--- config.mk ---
export PLATFORM = sky130hd
export DESIGN_NAME = frame_shadow_regs
export DESIGN_NICKNAME = d
export VERILOG_FILES = /design/src/rtl/shreg_pkg.sv /design/src/rtl/shreg_vsync.sv /design/src/rtl/shreg_field.sv /design/src/rtl/frame_shadow_regs.sv
export SDC_FILE = /design/constraint.sdc
export NUM_CORES = 1
export LEC_CHECK = 0
export ABC_AREA = 1
export BUFFER_PORTS_ARGS = -buffer_cell sky130_fd_sc_hd__buf_2
export CAP_MARGIN = 20
export CORE_MARGIN = 2
export CORE_UTILIZATION = 49
export DETAILED_ROUTE_END_ITERATION = 8
export PLACE_DENSITY = 0.83
export SYNTH_ARGS = -nofsm -noshare
export SYNTH_HDL_FRONTEND = slang
export SYNTH_SLANG_ARGS = --single-unit
--- constraint.sdc ---
create_clock -name clk -period 1.3 [get_ports clk]
set_input_delay 0.195 -clock clk [delete_from_list [all_inputs] [get_ports clk]]
set_output_delay 0.195 -clock clk [all_outputs]
set_load 0.05 [all_outputs]
--- src/rtl/shreg_pkg.sv ---
package shreg_pkg;
  localparam int CTRL_ADDR = 0;
  localparam int BASE_ADDR = 1;
  localparam int STAT_ADDR = 2;
  localparam int CTRL_EN_BIT   = 0;
  localparam int CTRL_MODE_BIT = 1;
  localparam int CTRL_SWAP_BIT = 2;
  localparam int STAT_BUSY_BIT = 0;
endpackage

--- src/rtl/shreg_vsync.sv ---
module shreg_vsync #(
  parameter int STAGES = 2
) (
  input  logic clk,
  input  logic rst_n,
  input  logic vs_in,
  input  logic pol,
  output logic frame_start,
  output logic vs_active
);
  logic [STAGES-1:0] sync_q;
  logic              prev_q;
  logic              lvl;

  for (genvar i = 0; i < STAGES; i++) begin : g_stage
    if (i == 0) begin : g_first
      always_ff @(posedge clk or negedge rst_n)
        if (!rst_n) sync_q[0] <= 1'b0;
        else        sync_q[0] <= vs_in;
    end else begin : g_next
      always_ff @(posedge clk or negedge rst_n)
        if (!rst_n) sync_q[i] <= 1'b0;
        else        sync_q[i] <= sync_q[i-1];
    end
  end

  assign lvl = sync_q[STAGES-1];

  always_ff @(posedge clk or negedge rst_n)
    if (!rst_n) prev_q <= 1'b0;
    else        prev_q <= lvl;

  assign frame_start = pol ? (lvl & ~prev_q) : (~lvl & prev_q);
  assign vs_active   = pol ? lvl : ~lvl;


  fs_single_pulse_chk: assert property (@(posedge clk) disable iff (!rst_n)
    frame_start |=> !frame_start);


  fs_at_active_level_chk: assert property (@(posedge clk) disable iff (!rst_n)
    frame_start |-> vs_active);
endmodule

--- src/rtl/shreg_field.sv ---
module shreg_field #(
  parameter int W = 1
) (
  input  logic         clk,
  input  logic         rst_n,
  input  logic         load,
  input  logic         wr_hit,
  input  logic [W-1:0] wr_val,
  input  logic [W-1:0] host_val,
  output logic [W-1:0] act
);
  always_ff @(posedge clk or negedge rst_n)
    if (!rst_n)    act <= '0;
    else if (load) act <= wr_hit ? wr_val : host_val;


  hold_without_load_chk: assert property (@(posedge clk) disable iff (!rst_n)
    !load |=> $stable(act));
endmodule

--- src/rtl/frame_shadow_regs.sv ---
module frame_shadow_regs #(
  parameter int DATA_W      = 32,
  parameter int ADDR_W      = 2,
  parameter int ALIGN_BITS  = 5,
  parameter int SYNC_STAGES = 2
) (
  input  logic              clk,
  input  logic              rst_n,
  input  logic              reg_wr,
  input  logic [ADDR_W-1:0] reg_addr,
  input  logic [DATA_W-1:0] reg_wdata,
  output logic [DATA_W-1:0] reg_rdata,
  input  logic              vsync_in,
  input  logic              vsync_pol,
  input  logic              first_pix_stb,
  output logic              cap_en_act,
  output logic [DATA_W-1:0] base_addr_act,
  output logic              byte_swap_act,
  output logic              busy
);
  import shreg_pkg::*;

  localparam logic [ADDR_W-1:0] A_CTRL = ADDR_W'(CTRL_ADDR);
  localparam logic [ADDR_W-1:0] A_BASE = ADDR_W'(BASE_ADDR);
  localparam logic [ADDR_W-1:0] A_STAT = ADDR_W'(STAT_ADDR);
  localparam int               HI_W   = DATA_W - ALIGN_BITS;

  logic            en_h, mode_h, swap_h;
  logic [HI_W-1:0] base_hi_h;
  logic [HI_W-1:0] base_hi_act;
  logic            wr_ctrl, wr_base;
  logic            frame_start, vs_active;
  logic            base_load;

  assign wr_ctrl = reg_wr && (reg_addr == A_CTRL);
  assign wr_base = reg_wr && (reg_addr == A_BASE);

  always_ff @(posedge clk or negedge rst_n)
    if (!rst_n) begin
      en_h      <= 1'b0;
      mode_h    <= 1'b0;
      swap_h    <= 1'b0;
      base_hi_h <= '0;
    end else begin
      if (wr_ctrl) begin
        en_h   <= reg_wdata[CTRL_EN_BIT];
        mode_h <= reg_wdata[CTRL_MODE_BIT];
        swap_h <= reg_wdata[CTRL_SWAP_BIT];
      end
      if (wr_base) base_hi_h <= reg_wdata[DATA_W-1:ALIGN_BITS];
    end

  shreg_vsync #(.STAGES(SYNC_STAGES)) u_vs (
    .clk(clk), .rst_n(rst_n), .vs_in(vsync_in), .pol(vsync_pol),
    .frame_start(frame_start), .vs_active(vs_active)
  );

  assign base_load = mode_h ? first_pix_stb : frame_start;

  shreg_field #(.W(1)) u_en (
    .clk(clk), .rst_n(rst_n), .load(frame_start), .wr_hit(wr_ctrl),
    .wr_val(reg_wdata[CTRL_EN_BIT]), .host_val(en_h), .act(cap_en_act)
  );

  shreg_field #(.W(1)) u_swap (
    .clk(clk), .rst_n(rst_n), .load(vs_active), .wr_hit(wr_ctrl),
    .wr_val(reg_wdata[CTRL_SWAP_BIT]), .host_val(swap_h), .act(byte_swap_act)
  );

  shreg_field #(.W(HI_W)) u_base (
    .clk(clk), .rst_n(rst_n), .load(base_load), .wr_hit(wr_base),
    .wr_val(reg_wdata[DATA_W-1:ALIGN_BITS]), .host_val(base_hi_h), .act(base_hi_act)
  );

  assign base_addr_act = {base_hi_act, {ALIGN_BITS{1'b0}}};
  assign busy          = cap_en_act & vs_active;

  always_comb begin
    reg_rdata = '0;
    case (reg_addr)
      A_CTRL: begin
        reg_rdata[CTRL_EN_BIT]   = en_h;
        reg_rdata[CTRL_MODE_BIT] = mode_h;
        reg_rdata[CTRL_SWAP_BIT] = swap_h;
      end
      A_BASE:  reg_rdata = {base_hi_h, {ALIGN_BITS{1'b0}}};
      A_STAT:  reg_rdata[STAT_BUSY_BIT] = busy;
      default: reg_rdata = '0;
    endcase
  end


  en_moves_on_frame_start_chk: assert property (@(posedge clk) disable iff (!rst_n)
    !$stable(cap_en_act) |-> $past(frame_start));


  swap_moves_in_active_chk: assert property (@(posedge clk) disable iff (!rst_n)
    !$stable(byte_swap_act) |-> $past(vs_active));


  base_moves_on_pixel_chk: assert property (@(posedge clk) disable iff (!rst_n)
    (!$stable(base_addr_act) && $past(mode_h)) |-> $past(first_pix_stb));
endmodule

==> flow_summary.ini, run 1 <==
[clock_tree]
cts_tree = yes
numCtsBuffers = 9
clock_sinks = 62
clk_path_buf_depth = 2
htree_levels = 3
clock_latency_ps = 330
cts_root_buffer = clkbuf_8
clkTransAtPathRegs_ps = 70

[synth]
synthAdderAreaFrac = 0
syn_avg_cell_area_um2 = 8.209
async_reset_ff_frac = 1.000
muxShareOfSynthArea = 0
synth_edf_count = 0
synth.distinct_cells = 19
synthTopCellsByArea = dfrtp_1, nand2_1, nand3_1
synth_top_family_by_area = simple AND/OR/NAND/NOR gates
synthXorXnorAreaFrac = 0
yosysWarnings = 0
synth-compound-area-share = 0.003474
seq_area_frac_synth = 0.5384
yosysTopAreaCellShare = 0.5384
synth_most_common_cell = nand2_1
synth_common_cells = nand2_1, dfrtp_1, nand3_1
synthSimpleGateAreaFrac = 0.3491
synth_flop_cell = dfrtp_1
synthCells = 351
ys_seq_elements = 62
synth.cell_area_um2 = 2882
synth_top_area_cell = dfrtp_1

[die]
io-pin-count = 107
dieArea_um2 = 6510
rows = 27
fp.dieH_um = 80.69
start_util = 0.5138
die_x_um = 80.69
core_um2 = 5608

[run]
cap_violations = 0

[finish]
finalNetCount = 506
final_cell_area_um2 = 4031
multiInputGateArea_um2 = 1139
areaGrowthSynthToFinish_pct = 39.90
regArea_um2 = 1553
final_core_util = 0.7189
fillCellCount = 429
diodes = 0
layout-drive-gt1-share = 0.3503

[global_routing]
grt_pass1_vias = 2785
antenna_found_initial = 0
grt_first_pass_wirelength_um = 12470
track_usage = 0.2514
grt_start_max_net_pins = 63
overflow = 0

[place]
pre_cts_ws_ps = -43.30
gp_congestion = 0.7861
io_buffers = 97
dp.final_hpwl_um = 5145
place_area_um2 = 3518

[power]
finalPower_mw = 6.777
p_sw_frac = 0.4366
p_per_area_nw_per_um2 = 1681
p_leak_nw = 2.252
seqPwrFrac = 0.382
comb_power_share = 0.405
intPower_mw = 3.818
ir_drop_v = 0.0009110
power_frac_clock = 0.213
p_sw_mw = 2.959

[critical_path]
worstSetupStartpointType = register
slowest_stage = dfrtp_1
reg2reg_to = u_base.act[15]
cp.required_ps = 1110
crit_path_max_incr_delay_ps = 430
worstSetupPathType = reg2out
path_max_fanout = 3
crit_start = u_vs.lvl
worstSetupEndpointType = primary output
cp_cell_sequence = nand2_2 > inv_2 > nor2_4 > nor2_4 > nand2_1 > nand2_2 > buf_8
r2r_cells = 6
reg2reg_slack_ps = -20
reg2reg_from = u_vs.lvl
critical_path_arrival_ps = 1330

[route]
wl_per_cell_um = 14.94
drc_errors = 0
vias = 2888
via_per_inst = 5.319
drt_iter0_markers = 217
ant_nets = 0
finalWirelength_um = 8112
drtPass1Iterations = 4

[sta]
finalHoldViolations = 0
slew_violations = 0
layout_min_cycle_time_ps = 1525
rsz0062_at_grt = true
timing.final.crit_share = 1.173
setup_viol = 22
hold_slack_ps = 132.5
fin_ws_ps = -225.5
clock.fmax_mhz = 655.5
skew_ps = 6.645

[outcome]
status = finished, violations left
violations = negative setup slack

[worst_hold_path]
min_to = base_hi_h[12]
min_from = reg_wdata[17]
hold_depth = 3
hold_class = in2reg
critical path, delay by kind of cell, from the launching register on:
| kind | cells | cell delay, ps |
|---|---|---|
| buffers and inverters | 2 | 220 |
| DFF | 1 | 430 |
| and+or+nand+nor | 5 | 350 |
routing by layer:
layer	share of wire	vias up	GRT usage	routed length, µm
met5	0	-	0	0
met4	0.017	0	0.1136	140
met3	0.074	16	0.04719	599
met2	0.51	133	0.4150	4149
met1	0.40	1389	0.3208	3222
li1	-	1350	-	-
what timing repair did:
action | CTS | global route
hold buffers | 2 | 0
hold endpoints to repair | 63 | 0
gates resized for setup | 15 | 59
pin swaps | 1 | 6
cloned | 0 | 4
endpoints found under the setup margin | 5 | 55
buffers inserted | 4 | 3
placed cells by master, fill, tap and decap left out:
cell type	Yosys	layout
a21oi_1	1	1
buf_12	0	5
buf_2	11	69
buf_4	14	26
buf_6	1	8
buf_8	0	3
clkbuf_1	3	1
clkbuf_16	0	3
clkbuf_4	0	11
clkbuf_8	0	10
clkinv_2	0	5
conb_1	1	7
dfrtp_1	62	61
dfrtp_2	0	1
dlygate4sd3_1	0	2
inv_1	32	31
inv_2	2	2
inv_4	0	1
nand2_1	94	90
nand2_2	1	4
nand2_4	0	1
nand3_1	59	56
nand3_2	3	4
nand3_4	0	2
nand4_1	27	27
nor2_1	36	28
nor2_2	1	5
nor2_4	0	4
nor3_1	1	1
o21ai_4	0	1
or2_1	1	1
sequential cells by signal, indices dropped and copies added (netlist names):
signal and count:
swap_h 1, u_vs.prev_q 1, u_en.act 1, u_base.act 27, base_hi_h 27, mode_h 1, u_swap.act 1, en_h 1
u_vs.sync_q 1, u_vs.lvl 1
layout make-up:
type                       count  area share
clock buffer                  11     0.03507
inverter                      34     0.03228
timing repair buffer         127      0.2365
sequential                    62      0.3852
clock inverter                 5    0.006207
tap                           72     0.02235
multi-input combinational    232      0.2824
cells by family after synthesis:
kind of cell	Yosys count
compound gates	2
buf+inv	63
other cells	1
flops	62
simple gates	223
metrics by stage:
stage | std cells | TNS [ps]
finish | 543 | -592.0
global route | 543 | -2447
CTS | 538 | -1877
detailed placement | 516 | -43.30
global placement | 516 | 0
floorplan | 357 | -4632
worst max-delay path by stage:
stage	endpoint	slack, ps	depth (start not counted)
after global placement	reg_rdata[0]	20	7
final	reg_rdata[0]	-230	7
after floorplan	reg_rdata[11]	-210	5
after detailed placement	reg_rdata[0]	-40	7
after CTS	busy	-230	6
after global routing	reg_rdata[0]	-280	7
power by group through the flow:
stage,clock (mW),combinational (mW),sequential (mW)
floorplan,0,0.957,3.50
global placement,0,2.49,2.59
detailed placement,0,2.53,2.61
CTS,1.46,2.58,2.58
global route,1.56,2.94,2.64
finish,1.45,2.74,2.59
No activity file was read; power rests on OpenSTA's default activity.
==> inputs of run 2 (changes only) <==
- CTS_BUF_LIST: default -> sky130_fd_sc_hd__clkbuf_4 sky130_fd_sc_hd__clkbuf_8 sky130_fd_sc_hd__clkbuf_16
- TNS_END_PERCENT: default -> 30
==> flow_summary.ini, run 2 (same netlist as run 1, synthesis figures left out) <==
[finish]
reg.largest.list = base_hi_h x27, u_base.act x27
final_common_cell = nand2_1
layout_common_cells = nand2_1, buf_2, dfrtp_1
layout-drive-gt1-share = 0.3611
instances_no_fill = 540
fillCellCount = 418
diodes = 0
finalNetCount = 503
areaGrowthSynthToFinish_pct = 39.47
regArea_um2 = 1554
multiInputGateArea_um2 = 1149
final_cell_area_um2 = 4019

[critical_path]
path_max_fanout = 4
worstSetupStartpointType = register
cp_cell_sequence = nand2_2 > inv_2 > nor2_4 > nor2_4 > buf_4 > buf_8
crit_buf_inv = 3
slowest_stage = dfrtp_2
worstSetupEndpointType = primary output
crit_top_cell = nor2_4
critical_path_arrival_ps = 1380
crit_path_max_incr_delay_ps = 440
cp_top_family = flip-flops
worstSetupPathType = reg2out
cp.required_ps = 1110

[global_routing]
grt.busiest_layer = met2
grt_first_pass_wirelength_um = 12250
met3_usage = 0.06067
grt_pass1_vias = 2590
use_met1 = 0.3205
grt_start_max_net_pins = 63
overflow = 0
track_usage = 0.2495
gr-usage-met2 = 0.4008
antenna_found_initial = 0

[route]
drc_errors = 0
vias = 2831
finalWirelength_um = 8217
ant_nets = 0
drtPass1Iterations = 5
via_per_inst = 5.243
wl_per_cell_um = 15.22
drt_iter0_markers = 257

[power]
p_leak_nw = 2.228
finalPower_mw = 6.885
p_per_area_nw_per_um2 = 1713
ir_drop_v = 0.001291

[sta]
finalHoldViolations = 0
setup_viol = 29
fin_ws_ps = -270.9
skew_ps = 4.231
layout_min_cycle_time_ps = 1571
clock.fmax_mhz = 636.6
rsz0062_at_grt = true
timing.final.crit_share = 1.208
slew_violations = 0

[clock_tree]
cts_root_buffer = clkbuf_8
numCtsBuffers = 9
clock_latency_ps = 330
clk_path_buf_depth = 2
htree_levels = 3
clkTransAtPathRegs_ps = 60
cts_tree = yes
clock_sinks = 62

[die]
start_util = 0.5138
io-pin-count = 107
core_um2 = 5608
fp.dieH_um = 80.69
rows = 27
dieArea_um2 = 6510
die_x_um = 80.69

[worst_hold_path]
hold_class = in2reg

[run]
cap_violations = 0

[place]
dp_cells = 515
gp_congestion = 0.7971
dp.final_hpwl_um = 5232
place_area_um2 = 3481
io_buffers = 97

[outcome]
status = finished, violations left
violations = negative setup slack
run 2: cell count changes in the layout (fill, tap and decap cells not counted), sizes merged:
cell	change
buf	-1
clkinvlp	+1
clkinv	-3
run 2: routing by layer:
metal,part of all wire,routed length (µm)
met5,0,0
met4,0.011,92
met3,0.069,566
met2,0.50,4112
met1,0.42,3446
run 2: metrics by stage:
step | worst slack, ps | hold slack, ps | utilization | setup TNS (ps)
after floorplan | -209.2 | -100.6 | - | -4681
after global placement | 0.8782 | 228.6 | 0.6207 | 0
after detailed placement | -28.52 | 227.5 | 0.6207 | -28.52
after CTS | -250.9 | 107.4 | 0.6747 | -492.8
after global routing | -311.5 | 137.7 | 0.7166 | -5600
final | -270.9 | 124.0 | 0.7166 | -3837
run 2: final cells by class:
class                      count  share of cell area
sequential                    62              0.3867
multi-input combinational    232              0.2858
timing repair buffer         124              0.2260
clock buffer                  13             0.04296
inverter                      34             0.03176
tap                           72             0.02242
clock inverter                 3            0.004359
run 2: worst paths after layout:
path / slack, ps / to / startpoint / cells past startpoint
worst min-delay path: 120 / mode_h / reg_wdata[1] / 3
worst max register to register: -150 / u_base.act[0] / u_vs.lvl / 7
worst max-delay path: -270 / busy / u_vs.lvl / 6
worst min register to register: 360 / u_vs.lvl / u_vs.sync_q[0] / 0
max in group asynchronous: 630 / u_en.act / rst_n / 3
min in group asynchronous: 400 / base_hi_h[2] / rst_n / 3
run 2: worst register-to-register path: stages, from the launching register on:
cell and delay [ps]:
dfrtp_2 440, buf_4 150, buf_6 110, o21ai_4 170, nand3_4 150, clkbuf_16 200
nand3_1 70, nand2_1 60
run 2: report_power, final:
part / switching, mW / leakage [nW] / internal, mW / total (mW)
Clock: 0.722 / 0.0988 / 0.863 / 1.59
Combinational: 2.00 / 1.36 / 0.709 / 2.71
Sequential: 0.248 / 0.769 / 2.34 / 2.59
run 2: repair_timing:
item,in CTS,in global routing
gates resized for setup,23,63
hold buffers,2,0
pin swaps,1,8
setup buffers,3,2
hold endpoints to repair,63,0
cloned,0,2
endpoints found under the setup margin,9,56
==> inputs of run 3 (changes only) <==
- ABC_AREA: 1 -> default
- CORE_UTILIZATION: 49 -> 48
- PLACE_DENSITY: 0.83 -> 0.82
==> flow_summary.ini, run 3 <==
[clock_tree]
cts_tree = yes
cts_root_buffer = clkbuf_8
clkTransAtPathRegs_ps = 70
htree_levels = 3
numCtsBuffers = 9
clk_path_buf_depth = 2
clock_latency_ps = 320
clock_sinks = 62

[sta]
rsz0062_at_grt = true
slew_violations = 0
fin_ws_ps = -338.4
setup_viol = 37
final.setup.tns_ps = -9237
timing.final.crit_share = 1.260
clock.fmax_mhz = 610.4
finalHoldViolations = 0
skew_ps = 7.025
layout_min_cycle_time_ps = 1638

[global_routing]
track_usage = 0.1948
grt_pass1_vias = 1959
antenna_found_initial = 0
grt_start_max_net_pins = 63
overflow = 0
grt_first_pass_wirelength_um = 9252

[place]
gp_congestion = 0.7478
io_buffers = 97
place_area_um2 = 3372
dp.final_hpwl_um = 3844

[finish]
finalNetCount = 344
diodes = 0
reg.largest.list = base_hi_h x27, u_base.act x27
layout_common_cells = buf_2, dfrtp_1, mux2_4
final_core_util = 0.7110
final_common_cell = buf_2
final_cell_area_um2 = 3891
areaGrowthSynthToFinish_pct = 43.58
layout-drive-gt1-share = 0.6570
fillCellCount = 400

[die]
start_util = 0.4952
core_um2 = 5473
io-pin-count = 107
dieArea_um2 = 6263
die_x_um = 79.14
rows = 27
fp.dieH_um = 79.14

[critical_path]
worstSetupStartpointType = register
reg2reg_slack_ps = -330
crit_path_max_incr_delay_ps = 410
worstSetupEndpointType = primary output
r2r_cells = 7
worstSetupPathType = reg2out
cp_cell_sequence = xnor2_2 > and2_4 > nand2_2 > a21oi_4 > buf_6
reg2reg_to = u_base.act[1]
path_max_fanout = 2
reg2reg_from = u_vs.lvl
cp.required_ps = 1110
slowest_stage = dfrtp_1
critical_path_arrival_ps = 1440

[route]
finalWirelength_um = 6112
drc_errors = 0
wl_per_cell_um = 16.04
drtPass1Iterations = 4
vias = 1869
ant_nets = 0
drt_iter0_markers = 44
via_per_inst = 4.906

[worst_hold_path]
min_from = reg_wdata[1]
hold_class = in2reg
hold_depth = 2
min_to = mode_h

[power]
p_leak_nw = 2.021
p_per_area_nw_per_um2 = 2040
comb_power_share = 0.453
p_sw_frac = 0.4131
finalPower_mw = 7.938
p_sw_mw = 3.279
ir_drop_v = 0.001118
intPower_mw = 4.659
seqPwrFrac = 0.351
power_frac_clock = 0.195

[outcome]
violations = negative setup slack
status = finished, violations left

[synth]
synth_top_area_cell = dfrtp_1
synth_flop_cell = dfrtp_1
synth.distinct_cells = 23
syn_avg_cell_area_um2 = 14.73
yosysWarnings = 0
synthTopCellsByArea = dfrtp_1, mux2_2, mux2_4
synth_edf_count = 0
synthCells = 184
yosysTopAreaCellShare = 0.5725
seq_area_frac_synth = 0.5725
ys_seq_elements = 62
synth_common_cells = dfrtp_1, mux2_2, and2_1
synth.cell_area_um2 = 2710
synth_most_common_cell = dfrtp_1
async_reset_ff_frac = 1.000

[run]
cap_violations = 0
## run 3: kinds of logic after synthesis
kind of cell    Yosys count  share of synthesized area
buf+inv                  15                    0.03832
compound gates            5                    0.01800
xor+xnor                  1                   0.003232
mux                      58                     0.2687
other cells               1                   0.001384
flops                    62                     0.5725
simple gates             42                    0.09788
## run 3: repair_timing
item / CTS / global route
gates cloned: 0 / 3
endpoints found under the setup margin: 57 / 58
gates resized for setup: 38 / 30
setup buffers: 7 / 3
hold buffers: 2 / 0
endpoints found under the hold margin: 63 / 0
pin swaps: 2 / 3
## run 3: per-layer routing
metal | vias to the layer above | global-route usage | share of wire
li1 | 857 | - | -
met1 | 927 | 0.2341 | 0.42
met5 | - | 0 | 0
met3 | 11 | 0.03409 | 0.048
met4 | 0 | 0.08966 | 0.017
met2 | 74 | 0.3407 | 0.51
## run 3: power by group through the flow
stage,sequential [mW],clock [mW],combinational (mW)
floorplan,4.03,0,1.16
global placement,2.76,0,3.12
detailed placement,2.79,0,3.17
CTS,2.76,1.59,3.29
global route,2.85,1.70,3.75
finish,2.79,1.55,3.60
## run 3: cell type report
class / count / area, µm² / share of cell area
clock inverter: 3 / 17.52 / 0.004502
sequential: 62 / 1554 / 0.3994
timing repair buffer: 117 / 849.6 / 0.2183
inverter: 1 / 3.754 / 0.0009646
multi-input combinational: 113 / 1204 / 0.3093
tap: 72 / 90.09 / 0.02315
clock buffer: 13 / 172.7 / 0.04437
## run 3: critical path: cells and delay by family (launching register included)
kind | cells | cell delay (ps)
flops | 1 | 410
simple gates | 2 | 250
buf+inv | 1 | 170
xor+xnor | 1 | 160
compound gates | 1 | 120
## run 3: metrics by stage
stage | hold WS, ps | setup slack [ps] | instances
5_1_grt | 94.11 | -414.2 | 381
4_1_cts | 103.0 | -360.7 | 381
2_1_floorplan | -100.6 | -284.4 | 190
3_5_place_dp | 230.8 | -267.8 | 356
3_3_place_gp | 227.9 | -214.5 | 356
6_report | 110.2 | -338.4 | 381
## run 3: worst max-delay path by stage
stage / from / to / cells after the start
2_1_floorplan: u_vs.lvl / u_base.act[10] / 5
3_3_place_gp: u_vs.prev_q / u_base.act[11] / 5
3_5_place_dp: u_vs.prev_q / u_base.act[22] / 5
4_1_cts: u_vs.lvl / reg_rdata[0] / 5
5_1_grt: u_vs.lvl / u_base.act[7] / 7
6_report: u_vs.lvl / reg_rdata[0] / 5
